--- src/rtl/can_stat_pkg.sv ---
package can_stat_pkg;

    localparam int TEC_W = 8;
    localparam int REC_W = 7;
    localparam int REG_W = 16;
    localparam logic [REG_W-1:0] INT_ID_STATUS = 16'h8000;

    typedef enum logic [2:0] {
        LEC_NONE  = 3'd0,
        LEC_STUFF = 3'd1,
        LEC_FORM  = 3'd2,
        LEC_ACK   = 3'd3,
        LEC_BIT1  = 3'd4,
        LEC_BIT0  = 3'd5,
        LEC_CRC   = 3'd6,
        LEC_PARK  = 3'd7
    } lec_e;

    typedef enum logic [1:0] {
        ADR_CTRL = 2'd0,
        ADR_STAT = 2'd1,
        ADR_ERRC = 2'd2,
        ADR_INTR = 2'd3
    } addr_e;

    typedef struct packed {
        logic boff;
        logic ewarn;
        logic epass;
    } flags_t;

    function automatic logic [REG_W-1:0] pack_status(flags_t f, logic rxok, logic txok, lec_e lec);
        return {8'h00, f.boff, f.ewarn, f.epass, rxok, txok, lec};
    endfunction

    function automatic logic [REG_W-1:0] pack_errcnt(logic rp, logic [REC_W-1:0] rec, logic [TEC_W-1:0] tec);
        return {rp, rec, tec};
    endfunction

endpackage

--- src/rtl/can_err_counters.sv ---
module can_err_counters
    import can_stat_pkg::*;
#(
    parameter int TEC_STEP      = 8,
    parameter int REC_STEP      = 1,
    parameter int WARN_LIMIT    = 96,
    parameter int PASSIVE_LIMIT = 127
) (
    input  logic             clk,
    input  logic             rst,
    input  logic             tec_inc,
    input  logic             tec_dec,
    input  logic             rec_inc,
    input  logic             rec_dec,
    output logic [TEC_W-1:0] tec,
    output logic [REC_W-1:0] rec,
    output logic             rec_pass,
    output flags_t           flags
);

    localparam int TEC_MAX = (1 << TEC_W) - 1;
    localparam int REC_MAX = (1 << REC_W) - 1;

    logic [TEC_W:0] tec_sum;
    logic [REC_W:0] rec_sum;
    logic           boff_q;

    assign tec_sum = {1'b0, tec} + (TEC_W+1)'(TEC_STEP);
    assign rec_sum = {1'b0, rec} + (REC_W+1)'(REC_STEP);

    always_ff @(posedge clk) begin
        if (rst) begin
            tec    <= '0;
            boff_q <= 1'b0;
        end else if (!boff_q) begin
            if (tec_inc) begin
                if (int'(tec_sum) > TEC_MAX) begin
                    tec    <= TEC_W'(TEC_MAX);
                    boff_q <= 1'b1;
                end else begin
                    tec <= tec_sum[TEC_W-1:0];
                end
            end else if (tec_dec && tec != '0) begin
                tec <= tec - 1'b1;
            end
        end
    end

    always_ff @(posedge clk) begin
        if (rst) begin
            rec      <= '0;
            rec_pass <= 1'b0;
        end else if (rec_inc) begin
            if (int'(rec_sum) > REC_MAX) begin
                rec      <= REC_W'(REC_MAX);
                rec_pass <= 1'b1;
            end else begin
                rec <= rec_sum[REC_W-1:0];
            end
        end else if (rec_dec) begin
            if (rec_pass) begin
                rec_pass <= 1'b0;
            end else if (rec != '0) begin
                rec <= rec - 1'b1;
            end
        end
    end

    always_comb begin
        flags.boff  = boff_q;
        flags.ewarn = boff_q || (int'(tec) >= WARN_LIMIT) || (int'(rec) >= WARN_LIMIT);
        flags.epass = boff_q || (int'(tec) > PASSIVE_LIMIT) || rec_pass;
    end

endmodule

--- src/rtl/can_status_regs.sv ---
module can_status_regs
    import can_stat_pkg::*;
#(
    parameter bit CLEAR_ON_READ = 1'b0
) (
    input  logic       clk,
    input  logic       rst,
    input  logic       tx_ok,
    input  logic       rx_ok,
    input  logic       err_vld,
    input  lec_e       err_code,
    input  logic       cpu_wr,
    input  logic [4:0] cpu_wdata,
    input  logic       cpu_rd,
    output logic       txok,
    output logic       rxok,
    output lec_e       lec,
    output logic       lec_upd
);

    logic rd_clr;
    logic err_take;

    generate
        if (CLEAR_ON_READ) begin : g_rd_ack
            assign rd_clr = cpu_rd;
        end else begin : g_wr_ack
            assign rd_clr = 1'b0;
        end
    endgenerate

    assign err_take = err_vld && (err_code != LEC_PARK);
    assign lec_upd  = tx_ok || rx_ok || err_take;

    always_ff @(posedge clk) begin
        if (rst) begin
            txok <= 1'b0;
            rxok <= 1'b0;
            lec  <= LEC_PARK;
        end else begin
            if (cpu_wr) begin
                rxok <= cpu_wdata[4];
                txok <= cpu_wdata[3];
                lec  <= lec_e'(cpu_wdata[2:0]);
            end else if (rd_clr) begin
                rxok <= 1'b0;
                txok <= 1'b0;
                lec  <= LEC_PARK;
            end
            if (tx_ok) txok <= 1'b1;
            if (rx_ok) rxok <= 1'b1;
            if (err_take) begin
                lec <= err_code;
            end else if (tx_ok || rx_ok) begin
                lec <= LEC_NONE;
            end
        end
    end

endmodule

--- src/rtl/can_irq_ctl.sv ---
module can_irq_ctl
    import can_stat_pkg::*;
(
    input  logic   clk,
    input  logic   rst,
    input  logic   sie_en,
    input  flags_t flags,
    input  logic   lec_upd,
    input  logic   stat_rd,
    output logic   pending,
    output logic   irq
);

    flags_t flags_q;
    logic   upd_q;
    logic   cause;

    assign cause = (flags != flags_q) || upd_q;

    always_ff @(posedge clk) begin
        if (rst) begin
            flags_q <= '0;
            upd_q   <= 1'b0;
            pending <= 1'b0;
        end else begin
            flags_q <= flags;
            upd_q   <= lec_upd;
            if (cause && sie_en) begin
                pending <= 1'b1;
            end else if (stat_rd) begin
                pending <= 1'b0;
            end
        end
    end

    assign irq = pending && sie_en;

endmodule

--- src/rtl/can_status_unit.sv ---
module can_status_unit
    import can_stat_pkg::*;
#(
    parameter int TEC_STEP      = 8,
    parameter int REC_STEP      = 1,
    parameter int WARN_LIMIT    = 96,
    parameter int PASSIVE_LIMIT = 127,
    parameter bit CLEAR_ON_READ = 1'b0
) (
    input  logic        clk,
    input  logic        rst,
    input  logic        ev_tx_ok,
    input  logic        ev_rx_ok,
    input  logic        ev_err,
    input  logic [2:0]  ev_err_code,
    input  logic        ev_tec_inc,
    input  logic        ev_tec_dec,
    input  logic        ev_rec_inc,
    input  logic        ev_rec_dec,
    input  logic [1:0]  bus_addr,
    input  logic        bus_wr,
    input  logic        bus_rd,
    input  logic [15:0] bus_wdata,
    output logic [15:0] bus_rdata,
    output logic        irq
);

    addr_e            adr;
    logic [TEC_W-1:0] tec_q;
    logic [REC_W-1:0] rec_q;
    logic             rec_pass;
    flags_t           flags;
    logic             bus_off;
    logic             txok_q;
    logic             rxok_q;
    lec_e             lec_q;
    logic             lec_upd;
    logic             sie_en;
    logic             pending;
    logic             stat_wr;
    logic             stat_rd;
    logic             wdata_unused;

    assign adr          = addr_e'(bus_addr);
    assign stat_wr      = bus_wr && (adr == ADR_STAT);
    assign stat_rd      = bus_rd && (adr == ADR_STAT);
    assign bus_off      = flags.boff;
    assign wdata_unused = ^bus_wdata[15:5];

    can_err_counters #(
        .TEC_STEP      (TEC_STEP),
        .REC_STEP      (REC_STEP),
        .WARN_LIMIT    (WARN_LIMIT),
        .PASSIVE_LIMIT (PASSIVE_LIMIT)
    ) i_cnt (
        .clk      (clk),
        .rst      (rst),
        .tec_inc  (ev_tec_inc),
        .tec_dec  (ev_tec_dec),
        .rec_inc  (ev_rec_inc),
        .rec_dec  (ev_rec_dec),
        .tec      (tec_q),
        .rec      (rec_q),
        .rec_pass (rec_pass),
        .flags    (flags)
    );

    can_status_regs #(
        .CLEAR_ON_READ (CLEAR_ON_READ)
    ) i_stat (
        .clk       (clk),
        .rst       (rst),
        .tx_ok     (ev_tx_ok),
        .rx_ok     (ev_rx_ok),
        .err_vld   (ev_err),
        .err_code  (lec_e'(ev_err_code)),
        .cpu_wr    (stat_wr),
        .cpu_wdata (bus_wdata[4:0]),
        .cpu_rd    (stat_rd),
        .txok      (txok_q),
        .rxok      (rxok_q),
        .lec       (lec_q),
        .lec_upd   (lec_upd)
    );

    can_irq_ctl i_irq (
        .clk     (clk),
        .rst     (rst),
        .sie_en  (sie_en),
        .flags   (flags),
        .lec_upd (lec_upd),
        .stat_rd (stat_rd),
        .pending (pending),
        .irq     (irq)
    );

    always_ff @(posedge clk) begin
        if (rst) begin
            sie_en <= 1'b0;
        end else if (bus_wr && adr == ADR_CTRL) begin
            sie_en <= bus_wdata[0];
        end
    end

    always_ff @(posedge clk) begin
        if (rst) begin
            bus_rdata <= '0;
        end else if (bus_rd) begin
            case (adr)
                ADR_CTRL: bus_rdata <= {15'h0000, sie_en};
                ADR_STAT: bus_rdata <= pack_status(flags, rxok_q, txok_q, lec_q);
                ADR_ERRC: bus_rdata <= pack_errcnt(rec_pass, rec_q, tec_q);
                default:  bus_rdata <= pending ? INT_ID_STATUS : '0;
            endcase
        end
    end

endmodule

--- config.mk ---
export PLATFORM = sky130hd
export DESIGN_NAME = can_status_unit
export DESIGN_NICKNAME = d
export VERILOG_FILES = /design/src/rtl/can_stat_pkg.sv /design/src/rtl/can_err_counters.sv /design/src/rtl/can_status_regs.sv /design/src/rtl/can_irq_ctl.sv /design/src/rtl/can_status_unit.sv
export SDC_FILE = /design/constraint.sdc
export NUM_CORES = 1
export LEC_CHECK = 0
export BUFFER_PORTS_ARGS = -buffer_cell sky130_fd_sc_hd__clkbuf_2
export CAP_MARGIN = 0
export CORE_ASPECT_RATIO = 0.5
export CORE_MARGIN = 2
export CORE_UTILIZATION = 55
export DETAILED_ROUTE_END_ITERATION = 16
export PLACE_DENSITY = 0.79
export SYNTH_ARGS = -nofsm -noshare
export SYNTH_HDL_FRONTEND = slang
export SYNTH_SLANG_ARGS = --single-unit
--- constraint.sdc ---
create_clock -name clk -period 2.5 [get_ports clk]
set_input_delay 0.5 -clock clk [delete_from_list [all_inputs] [get_ports clk]]
set_output_delay 0.5 -clock clk [all_outputs]
set_load 0.005 [all_outputs]
# Word level (Yosys, flattened, before mapping)

Cells that the tools add are included.
Widths: inputs -> output; s select.

Register bits: 44
Input bits: 32
Logic and storage cells: 82

Add/subtract/negate cells: 4
Order comparisons: 5
Equal/unequal tests: 6
Mux-type cells: 25
Bitwise operators: 1
Reductions and logical operators: 27

Operator list:

| cell                | count |
|---|---|
| $pmux 16 s3         | 1 |
| $mux 7              | 5 |
| $mux 8              | 3 |
| $gt 8x7->1 const B  | 2 |
| $mux 16             | 1 |
| $mux 1              | 12 |
| $reduce_bool 2->1   | 6 |
| $add 8x4->9 const B | 1 |
| $gt 9x8->1 const B  | 1 |
| $mux 3              | 3 |
| $add 7x1->8 const B | 1 |
| $ge 8x7->1 const B  | 1 |
| $reduce_bool 8->1   | 1 |
| $sub 8x1->8 const B | 1 |
| $ge 7x7->1 const B  | 1 |
| $logic_and 1x1->1   | 7 |
| $logic_or 1x1->1    | 7 |
| $reduce_bool 7->1   | 1 |
| $sub 7x1->7 const B | 1 |
| $reduce_and 2->1    | 2 |
| $ne 3x3->1          | 1 |
| $ne 3x3->1 const B  | 1 |
| $reduce_and 3->1    | 1 |
| $reduce_bool 3->1   | 1 |
| other kinds (6)     | 6 |

# Depth between registers and ports, before layout

Word-level depth: 7
Gate-level depth with buffers: 7
Mapped depth without buffers: 6

# Cells and area by module

Synthesis repeated with hierarchy kept, for this count alone.

Cells, all modules: 282
Area total of the unflattened synthesis: 2,459.9 um2

By module, submodules not included:

| module           | instances | cells each | area an instance (um2) | seq. area each (um2) |
|---|---|---|---|---|
| can_err_counters | 1         | 153        | 1,211.2                | 340.3 |
| can_status_unit  | 1         | 82         | 782.0                  | 340.3 |
| can_status_regs  | 1         | 30         | 282.8                  | 100.1 |
| can_irq_ctl      | 1         | 17         | 183.9                  | 100.1 |

# Worst setup path before layout

Ideal clock, no wire load.

Kind: register to register
Start: register i_cnt.tec[3]
End: register i_cnt.tec[1]
Data arrival time: 1.880 ns
Path slack: 0.516 ns
Cell stages (with the launch flop): 8
Buffers on the path: 1
Clock period less this slack: 1.984 ns
Path through: dfxtp_1 -> buf_2 -> inv_1 -> ha_1 -> and3b_1 -> nor4b_2 -> a21oi_1 -> a2111oi_2

Word-level cells in the longest chain between the ends: 4
Elaborated cells between the ends (all ways): 8

Ends and longest elaborated chain:

| element                                          | RTL line                                       | RTL |
|---|---|---|
| start: declaration                               | can_err_counters.sv:15                         | `output logic [TEC_W-1:0] tec,` |
| start signal: assignment                         | can_err_counters.sv:38                         | `tec <= TEC_W'(TEC_MAX);` |
| start signal: assignment                         | can_err_counters.sv:41                         | `tec <= tec_sum[TEC_W-1:0];` |
| start signal: assignment                         | can_err_counters.sv:44                         | `tec <= tec - 1'b1;` |
| $add 8x4->9 or $reduce_bool 8->1 (tied branches) | can_err_counters.sv:28, can_err_counters.sv:43 |  |
| $gt 9x8->1 or $logic_and 1x1->1 (tied branches)  | can_err_counters.sv:37, can_err_counters.sv:43 |  |
| $mux 8 or $reduce_bool 2->1 (tied branches)      | --                                             |  |
| $mux 8 or $reduce_and 2->1 (tied branches)       | --                                             |  |

Parallel ways exist; a longest one is shown, timed or not.
A chain may end at the register's enable or synchronous reset.

# Worst setup path in the final report

Start: register i_cnt.tec[4]
End: register i_cnt.tec[1]

Same word-level chain as after synthesis.

==> results.toml <==
[status]
status = "completed"

[route]
via_count = 2439
drc = 0
finalWirelength_microns = 6137
viasPerCell = 6.067
ant_nets = 0
wl_per_cell_microns = 15.27
dr.pass1.iters = 5
dr.first_iter.drc_count = 168

[clock_network]
cts.sink_count = 44
cts_setup_buffers = 0
h-tree-depth = 2
holdBufCountCts = 0
cts_tree = "done"
clock_path_buffers = 2
cts_resized = 0
cts-root-buf = "clkbuf_8"
cts-buffers-inserted = 5
cts.reportedPaths.clkPinSlew_ns = 0.09
clock_latency_ns = 0.31

[yosys]
ys_seq_elements = 44
netlist_area_sq_um = 2554
synth_area_per_cell_sq_um = 8.133
synth_edf_count = 0
yosysUniqueCellTypes = 53
ys.flop_type = "dfxtp_1"
yosysSeqAreaShare_pct = 34.49
async_reset_ff_share_pct = 0
syn_nets = 353
ys_warn_count = 0
netlist_instances = 314

[grt]
antenna_found_initial = 0
grt_pass1_vias = 2220
grt_max_degree = 34
track_usage_pct = 24.38
grt_overflow = 0
grt_pass1_wl_microns = 10060

[setup_path]
slowest_stage = "dfxtp_1"
cp_max_fo = 11
crit_buf_inv = 1
critPathArrivalTime_ns = 2.42
start_kind = "register"
critPathKind = "reg2reg"
critPathMaxStageDelay_ns = 0.55
worst-endpoint-required_ns = 2.71
end_kind = "register"
critPathTopFamily = "compound AO/OA/AOI/OAI gates"
crit_chain = "inv_1, ha_1, and3b_1, nor4b_2, a21oi_1, a2111oi_2"

[timing]
post-route-min-period_ns = 2.213
rsz0062_at_grt = "false"
worst_pin_slew_ns = 0.5839
relSlewSlack_pct = 60.99
finClkSkew_ns = 0.007145
fin_crit_sh_pct = 88.53
fmax_mhz = 451.8
finalSetupViolations = 0
slew_viol_final = 0
hold_viol = 0
fin_setup_tns_ns = 0
timing.hold.ws_ns = 0.4251

[cells_and_area]
n_antenna_cell = 0
nNetsFinal = 383
utilization_pct = 64.79
area_growth_pct = 12.25
fin_cells = 402
num-fill-cells = 396
drive_above_1_share_pct = 17.10

[placed_design]
dp_hpwl_microns = 4409
placedCellCount = 394
place_congestion = 0.9149
portBuffers = 37

[floorplan]
start_util_pct = 57.72
die_w_microns = 100.4
die_h_microns = 52.18
die-area_sq_um = 5237
rows = 17
ioPinCount = 49
core_sq_um = 4424

[power_and_ir_drop]
p_per_area_nw_per_um2 = 613.4
power_w = 0.001758
seqPwrFrac_pct = 46.6
pwr-share-comb_pct = 21.1
switching_share_pct = 30.93
vdd_drop_max_v = 0.0002701
clock_power_share_pct = 32.3
p_switching_w = 0.0005438
total_leakage_power_nw = 1.097
p_int_w = 0.001214

[flow_run]
maxCapViolCount = 0

[worst_hold_path]
min-delay-path-class = "in2reg"
==> synth_stat cells (all sizes together) (3+ instances only) <==
master	instances	area (sq um)
and3	3	18.77
mux2i	3	30.03
inv	17	63.81
nand4	6	37.54
nor3b	4	30.03
a211oi	21	157.7
nor2b	3	18.77
nor3	6	30.03
buf	9	60.05
nor4	3	18.77
a311oi	4	35.03
a21o	4	30.03
a22oi	6	45.04
nand2	17	63.81
ha	7	87.58
dfxtp	44	880.8
nor2	34	127.6
a21oi	16	80.08
a211o	4	35.03
nand3	18	90.09
nand3b	7	52.55
o21ai	10	50.05
o211ai	3	27.52
nor4b	3	32.53
clkbuf	11	42.54
nand2b	11	68.82
a31oi	5	31.28
xnor2	6	52.55
or4	5	37.54
==> final timing paths <==
path / to / startpoint / slack (ns) / cells past startpoint
hold reg to reg: bus_rdata[14] / bus_rdata[14] / 0.48 / 2
setup reg to reg: i_cnt.tec[1] / i_cnt.tec[4] / 0.29 / 6
hold / removal: i_cnt.rec_pass / ev_rec_dec / 0.43 / 2
setup / recovery: i_cnt.tec[1] / i_cnt.tec[4] / 0.29 / 6
==> layer usage <==
layer | wire, microns | share of wire, % | global-route usage, %
met5 | 0 | 0 | 0
met1 | 2832 | 46 | 31.36
met3 | 329 | 5.4 | 4.400
met2 | 2918 | 48 | 42.06
met4 | 57 | 0.93 | 8.219
==> power by group through the flow <==
stage | Combinational (W) | Sequential (W) | Clock [W]
finish | 0.000370 | 0.000819 | 0.000569
global route | 0.000415 | 0.000829 | 0.000600
CTS | 0.000368 | 0.000816 | 0.000577
detailed placement | 0.000365 | 0.000833 | 0
global placement | 0.000351 | 0.000830 | 0
floorplan | 0.000297 | 0.000799 | 0
==> placed cells by master, fill, tap and decap left out, types with 2 or more instances in the layout <==
| cell | count |
|---|---|
| nor4_1 | 3 |
| ha_1 | 7 |
| o31ai_1 | 2 |
| nor2_1 | 34 |
| mux2i_1 | 3 |
| a21boi_0 | 2 |
| a22oi_1 | 6 |
| clkbuf_8 | 5 |
| clkbuf_2 | 37 |
| inv_1 | 17 |
| or4_1 | 5 |
| nand3b_1 | 7 |
| a311oi_1 | 4 |
| nor4b_1 | 2 |
| buf_4 | 7 |
| a31oi_1 | 5 |
| a21oi_1 | 16 |
| a211oi_1 | 21 |
| a21o_1 | 4 |
| and3_1 | 3 |
| nand3_1 | 18 |
| nand2b_1 | 11 |
| nor3b_1 | 4 |
| a211o_1 | 4 |
| nand4_1 | 6 |
| a2111oi_2 | 2 |
| nand2_1 | 17 |
| o211ai_1 | 2 |
| o21ai_0 | 10 |
| and2_1 | 2 |
| nor2b_1 | 3 |
| dfxtp_1 | 44 |
| nor3_1 | 6 |
| xnor2_1 | 6 |
==> cells by family (layout without fill, tap and decap cells) <==
| logic type | Yosys count | count (layout) | synth area share (%) |
|---|---|---|---|
| AND/OR/NAND/NOR | 128 | 128 | 27.29 |
| AO/OA/AOI/OAI | 87 | 87 | 24.25 |
| multiplexers | 4 | 4 | 1.617 |
| XOR/XNOR | 6 | 6 | 2.058 |
| flip-flops | 44 | 44 | 34.49 |
| adder cells (fa/ha/maj) | 7 | 7 | 3.430 |
| buffers and inverters | 38 | 69 | 6.859 |
==> state kept, by name (all words and copies together), names as in the netlist <==
register,flops
i_cnt.rec_pass,1
sie_en,1
i_irq.pending,1
i_cnt.boff_q,1
i_irq.upd_q,1
i_stat.lec,3
i_stat.txok,1
bus_rdata,16
i_cnt.rec,7
i_stat.rxok,1
i_cnt.tec,8
i_irq.flags_q,3
==> worst reg2reg max path: stages (launching register included) <==
cell,delay (ns)
dfxtp_1,0.55
inv_1,0.11
ha_1,0.31
and3b_1,0.18
nor4b_2,0.39
a21oi_1,0.21
a2111oi_2,0.37
==> metrics by stage <==
step           cell area, sq um  setup WS (ns)
2_1_floorplan              2554         0.5161
3_3_place_gp               2751         0.3888
3_5_place_dp               2751         0.3512
4_1_cts                    2867         0.3229
5_1_grt                    2867         0.1325
6_report                   2867         0.2868
==> area by class of cell <==
| type | instances | area, sq um | area share, % |
|---|---|---|---|
| Sequential cell | 44 | 880.8 | 30.73 |
| Inverter | 17 | 63.81 | 2.226 |
| Clock buffer | 5 | 68.82 | 2.401 |
| Tap cell | 57 | 71.32 | 2.488 |
| Clock inverter | 3 | 46.29 | 1.615 |
| Timing Repair Buffer | 44 | 237.7 | 8.293 |
| Multi-Input combinational cell | 232 | 1498 | 52.25 |
Note: power is estimated with default switching activity, not from simulation.
